$ cat src/rtl/tmc_pkg.sv
package tmc_pkg;
    localparam int unsigned CNT_W        = 32;
    localparam int unsigned HALF_W       = 16;
    localparam int unsigned NUM_CMP      = 6;
    localparam int unsigned NUM_CMP_WIDE = 4;
    localparam int unsigned ADDR_W       = 4;
    localparam int unsigned FLAG_W       = NUM_CMP + 1;

    localparam logic [ADDR_W-1:0] ADR_CTRL   = 4'd0;
    localparam logic [ADDR_W-1:0] ADR_COUNT  = 4'd1;
    localparam logic [ADDR_W-1:0] ADR_PERIOD = 4'd2;
    localparam logic [ADDR_W-1:0] ADR_EVMASK = 4'd3;
    localparam logic [ADDR_W-1:0] ADR_FLAGS  = 4'd4;
    localparam int unsigned       ADR_CMP0   = 8;

    typedef struct packed {
        logic                            run;
        logic                            wide;
        logic                            restart;
        logic [CNT_W-1:0]                count;
        logic [HALF_W-1:0]               period;
        logic [FLAG_W-1:0]               evmask;
        logic [FLAG_W-1:0]               flags;
        logic [FLAG_W-1:0]               evt;
        logic [NUM_CMP-1:0][CNT_W-1:0]   cmp;
    } tmc_state_t;
endpackage

$ cat src/rtl/tmc_advance.sv
module tmc_advance
    import tmc_pkg::*;
(
    input  logic              wide,
    input  logic              restart,
    input  logic [CNT_W-1:0]  count,
    input  logic [CNT_W-1:0]  cmp0,
    input  logic [HALF_W-1:0] period,
    output logic [CNT_W-1:0]  next_count,
    output logic              wrap
);
    logic [HALF_W-1:0] low_inc;

    always_comb begin
        low_inc    = count[HALF_W-1:0] + {{(HALF_W-1){1'b0}}, 1'b1};
        wrap       = 1'b0;
        next_count = count + {{(CNT_W-1){1'b0}}, 1'b1};
        if (wide) begin
            if (restart && (count == cmp0)) begin
                next_count = '0;
            end else if (count == {CNT_W{1'b1}}) begin
                next_count = '0;
                wrap       = 1'b1;
            end
        end else begin
            if (count[HALF_W-1:0] == period) begin
                next_count = '0;
                wrap       = 1'b1;
            end else begin
                next_count = {{(CNT_W-HALF_W){1'b0}}, low_inc};
            end
        end
    end
endmodule

$ cat src/rtl/tmc_match.sv
module tmc_match
    import tmc_pkg::*;
(
    input  logic                           wide,
    input  logic [CNT_W-1:0]               next_count,
    input  logic [NUM_CMP-1:0][CNT_W-1:0]  cmp,
    output logic [NUM_CMP-1:0]             hit
);
    for (genvar i = 0; i < NUM_CMP; i++) begin : g_chan
        if (i < NUM_CMP_WIDE) begin : g_both
            assign hit[i] = wide ? (next_count == cmp[i])
                                 : (next_count[HALF_W-1:0] == cmp[i][HALF_W-1:0]);
        end else begin : g_narrow_only
            assign hit[i] = !wide && (next_count[HALF_W-1:0] == cmp[i][HALF_W-1:0]);
        end
    end
endmodule

$ cat src/rtl/tick_match_counter.sv
module tick_match_counter
    import tmc_pkg::*;
(
    input  logic              clk,
    input  logic              rst_n,
    input  logic              tick,
    input  logic              wr_en,
    input  logic [ADDR_W-1:0] wr_addr,
    input  logic [CNT_W-1:0]  wr_data,
    input  logic [ADDR_W-1:0] rd_addr,
    output logic [CNT_W-1:0]  rd_data,
    output logic [FLAG_W-1:0] flags,
    output logic [FLAG_W-1:0] evt_out
);
    tmc_state_t q, d;

    logic [CNT_W-1:0]   next_count;
    logic               wrap;
    logic [NUM_CMP-1:0] hit;
    logic [FLAG_W-1:0]  set_mask;
    logic [FLAG_W-1:0]  clr_mask;

    tmc_advance i_advance (
        .wide       (q.wide),
        .restart    (q.restart),
        .count      (q.count),
        .cmp0       (q.cmp[0]),
        .period     (q.period),
        .next_count (next_count),
        .wrap       (wrap)
    );

    tmc_match i_match (
        .wide       (q.wide),
        .next_count (next_count),
        .cmp        (q.cmp),
        .hit        (hit)
    );

    always_comb begin
        d        = q;
        set_mask = '0;
        clr_mask = '0;
        if (q.run && tick) begin
            d.count  = next_count;
            set_mask = {hit, wrap};
        end
        if (wr_en) begin
            case (wr_addr)
                ADR_CTRL: begin
                    d.run     = wr_data[0];
                    d.wide    = wr_data[1];
                    d.restart = wr_data[2];
                end
                ADR_COUNT:  d.count  = wr_data;
                ADR_PERIOD: d.period = wr_data[HALF_W-1:0];
                ADR_EVMASK: if (!q.run) d.evmask = wr_data[FLAG_W-1:0];
                ADR_FLAGS:  clr_mask = wr_data[FLAG_W-1:0];
                default: begin
                    for (int i = 0; i < NUM_CMP; i++) begin
                        if (wr_addr == ADDR_W'(ADR_CMP0 + i)) d.cmp[i] = wr_data;
                    end
                end
            endcase
        end
        d.flags = (q.flags & ~clr_mask) | set_mask;
        d.evt   = set_mask & q.evmask;
    end

    always_ff @(posedge clk) begin
        if (!rst_n) begin
            q        <= '0;
            q.wide   <= 1'b1;
            q.period <= {HALF_W{1'b1}};
        end else begin
            q <= d;
        end
    end

    always_comb begin
        rd_data = '0;
        case (rd_addr)
            ADR_CTRL:   rd_data = {{(CNT_W-3){1'b0}}, q.restart, q.wide, q.run};
            ADR_COUNT:  rd_data = q.count;
            ADR_PERIOD: rd_data = {{(CNT_W-HALF_W){1'b0}}, q.period};
            ADR_EVMASK: rd_data = {{(CNT_W-FLAG_W){1'b0}}, q.evmask};
            ADR_FLAGS:  rd_data = {{(CNT_W-FLAG_W){1'b0}}, q.flags};
            default: begin
                for (int i = 0; i < NUM_CMP; i++) begin
                    if (rd_addr == ADDR_W'(ADR_CMP0 + i)) rd_data = q.cmp[i];
                end
            end
        endcase
    end

    assign flags   = q.flags;
    assign evt_out = q.evt;
endmodule

$ cat config.mk
export PLATFORM = sky130hd
export DESIGN_NAME = tick_match_counter
export DESIGN_NICKNAME = d
export VERILOG_FILES = /design/src/rtl/tmc_pkg.sv /design/src/rtl/tmc_advance.sv /design/src/rtl/tmc_match.sv /design/src/rtl/tick_match_counter.sv
export SDC_FILE = /design/constraint.sdc
export NUM_CORES = 1
export LEC_CHECK = 0
export BUFFER_PORTS_ARGS = -buffer_cell sky130_fd_sc_hd__buf_2
export CAP_MARGIN = 20
export CELL_PAD_IN_SITES_DETAIL_PLACEMENT = 2
export CELL_PAD_IN_SITES_GLOBAL_PLACEMENT = 2
export CORE_MARGIN = 4
export CORE_UTILIZATION = 37
export DETAILED_ROUTE_END_ITERATION = 10
export GPL_ROUTABILITY_DRIVEN = 0
export PLACE_DENSITY = 0.85
export SLEW_MARGIN = 30
export SYNTH_ARGS = -nofsm -noshare
export SYNTH_HDL_FRONTEND = slang
export SYNTH_SLANG_ARGS = --single-unit
$ cat constraint.sdc
create_clock -name clk -period 4.65 [get_ports clk]
set_clock_uncertainty 0.05 [all_clocks]
set_input_delay 0.6975 -clock clk [delete_from_list [all_inputs] [get_ports clk]]
set_output_delay 0.6975 -clock clk [all_outputs]
set_load 0.01 [all_outputs]
==> flow_metrics.tcl <==
set metrics [dict create \
    post-route-period-util_pct 100 \
    clock_tree_from_tritoncts "built" \
    postSynthCellCount 2364 \
    slew_of_the_pin_with_the_lowest_slew_margin_ns 1.05 \
    cts-root-buf "clkbuf_16" \
    via_count_of_the_first_global_routing_pass 21148 \
    port_buffers 89 \
    outcome "finished, violations left" \
    maxCapViolations 0 \
    crit_required_ns 5.15 \
    post_layout_nonfiller_instances 2987 \
    viasPerCell 6.83 \
    cts_buffer_count 31 \
    crit_arrival_ns 5.16 \
    drive_above_1_share_pct 12.3 \
    routed-via-count 20401 \
    timing.max_slew.rel_slack_pct 29.1 \
    numnets_final 2401 \
    rr_worst_depth 10 \
    postSynth.asyncResetShare_pct 0 \
    critical-path-max-stage-delay_ns 0.73 \
    synth-seq-area-share_pct 30.1 \
    failed_checks "negative setup slack" \
    setup_ws_final_ns -0.00866 \
    number_of_fill_cells_in_the_layout 5377 \
    die_width_um 226 \
    worst_setup_path_start_kind "register" \
    drt-pass1-iter-count 5 \
    critPathKind "reg -> reg" \
    core_um2 46800 \
    route.antenna.remaining_nets 0 \
    die_area_um2 51000 \
    min_path_type "in -> reg" \
    placed_inst_area_um2 18600 \
    crit_top_cell "nor4_1" \
    grt-ovfl-total 0 \
    clock_sink_count 264 \
    vdd_ir_drop_max_uv 236 \
    most_common_cell_in_the_netlist "nand2_1" \
    count_of_flip_flops_with_a_built_in_enable_after_synthesis 0 \
    fmaxAchievable_mhz 215 \
    final_area_um2 19800 \
    finalMaxSlewViolations 0 \
    whs_path_depth 3 \
    cts.htree.levels 1 \
    yosysTopAreaCellShare_pct 30.1 \
    post-route-min-period_ns 4.66 \
    post_synth_instance_area_um2 17500 \
    peak_fanout_along_the_critical_path 12 \
    setup_viol_count_final 1 \
    drt_iter0_markers 2276 \
    postSynthNetCount 2409 \
    cellPowerDensity_nw_per_um2 291 \
    synth_flop_cell "dfxtp_1" \
    rsz0062_at_grt "false" \
    synth-seq-cells 264 \
    path_clk_slew_ns 0.06 \
    routed_wirelength_um 95200 \
    netlist-cell-type-count 95 \
    place_inst 2930 \
    top_cell_types_by_occurrence_after_synthesis "nand2_1, dfxtp_1, a21oi_1, clkbuf_1, nor2_1" \
    drt_drc_violations_left 0 \
    grt_antenna_before_repair 4 \
    worst_setup_path_end_kind "register" \
    synth-warning-count 0 \
    synth_area_per_cell_um2 7.42 \
    cts_buffer_depth 3 \
    grt_max_degree 95 \
    avgRoutedWirePerCell_um 31.9 \
    ys_top_cells_by_area "dfxtp_1, nand2_1, a21oi_1" \
    ios 90 \
    area_growth_pct 12.8 \
    fp.dieH_um 226 \
    start_util_pct 37.5 \
    cellLeakagePower_nw 6.84 \
    clkLatencyLatePin_ns 0.61 \
    finalHoldViolations 0 \
    fp-row-count 79 \
    grt_first_pass_wirelength_um 140000 \
    synthDominantAreaCellType "dfxtp_1" \
    critPathSlowestCell "nor4_1" \
    dpl.hpwl_um 68200 \
    timing.critical_path.cells "xnor2_1, nand4_1, nor4_1, and4_1, a211oi_1, o32ai_1, o2111ai_1, nor4_1, buf_4, and2_1" \
    all_layer_gr_usage_pct 35.9 \
]
[layout make-up]
class / instances / area, um2 / share of cell area [%]
Multi-Input combinational cell: 1868 / 11400 / 57.6
Sequential cell: 264 / 5290 / 26.7
Timing Repair Buffer: 175 / 1190 / 5.99
Clock buffer: 43 / 901 / 4.55
Tap cell: 607 / 759 / 3.84
Clock inverter: 13 / 199 / 1.01
Inverter: 16 / 65.1 / 0.329
Antenna cell: 1 / 2.50 / 0.0126
[worst paths after layout]
| kind | start | to | slack (ns) |
|---|---|---|---|
| worst max register to register | q[240] | evt_out[5] | -0.009 |
| worst min-delay path | wr_data[21] | q[149] | 0.36 |
| worst min register to register | q[180] | q[180] | 0.42 |
| worst max-delay path | q[240] | evt_out[5] | -0.009 |
[layer usage]
| layer | GRT usage [%] | vias up | routed length [um] |
|---|---|---|---|
| met5 | 0 | - | 31 |
| met3 | 7.40 | 296 | 10100 |
| met1 | 48.1 | 10396 | 38800 |
| li1 | - | 8421 | - |
| met4 | 15.4 | 4 | 4770 |
| met2 | 56.3 | 1284 | 41600 |
[state kept, by name (all words and copies together) (netlist names)]
name     count
q          250
flags        7
evt_out      7
[layout by cell type (no fill, tap or decap), types with 8 or more instances in the layout]
master,synthesis,final
a211oi_1,24,24
a21boi_0,44,44
a21oi_1,200,200
a221oi_1,23,23
a22o_1,15,15
a22oi_1,68,68
a31oi_1,31,31
a32oi_1,9,9
a41oi_1,8,8
and3_1,12,12
buf_2,15,88
buf_4,19,82
clkbuf_16,0,31
clkbuf_8,1,8
dfxtp_1,264,263
inv_1,15,14
mux2i_1,32,32
nand2_1,567,565
nand2b_1,19,19
nand3_1,84,82
nand3b_1,9,9
nand4_1,25,25
nand4b_1,18,18
nor2_1,123,116
nor2b_1,21,21
nor3_1,33,28
nor4_1,21,21
nor4b_1,21,21
o211ai_1,20,20
o21ai_0,98,98
o22ai_1,12,12
or3_1,13,13
or4_1,11,10
xnor2_1,86,82
xnor3_1,26,26
xor2_1,40,40
[timing repair]
item,in CTS,in global routing
resized for setup,0,3
hold buffers,0,0
buffers inserted,0,0
endpoints found under the setup margin,0,2
[logic make-up (layout without fill, tap and decap cells)]
logic type               Yosys count  count (layout)  synth area share, %
AND/OR/NAND/NOR                 1031            1031                 28.0
AO/OA/AOI/OAI                    651             651                 24.6
flip-flops                       264             264                 30.1
buffers and inverters            232             247                 5.71
XOR/XNOR                         152             152                 9.63
multiplexers                      33              33                 1.89
adder cells (fa/ha/maj)            1               1               0.0713
other                              0               1                    0
[critical path, delay by kind of cell, from the launching register on]
| kind | cells | cell delay, ns |
|---|---|---|
| flops | 1 | 0.61 |
| xor+xnor | 1 | 0.28 |
| compound gates | 3 | 1.07 |
| simple gates | 5 | 2.33 |
| buf+inv | 1 | 0.24 |
[stage by stage]
step	TNS, ns	utilization, %	hold WS, ns	worst slack, ns	power [mW]
finish	-0.00866	42.3	0.362	-0.00866	5.76
global route	0	42.3	0.378	0.0148	5.88
CTS	0	42.2	0.351	0.0581	5.73
detailed placement	0	39.9	0.406	0.125	3.04
global placement	0	39.6	0.393	0.476	3.00
floorplan	0	-	0.387	1.29	2.75
[report_power, final]
part           switching [mW]  total (mW)  leakage [nW]  internal [mW]
logic                   0.469       0.675          4.17          0.206
clock network            1.10        2.72         0.539           1.62
registers              0.0644        2.36          2.13           2.29
Power figures use the tool's default switching activity.
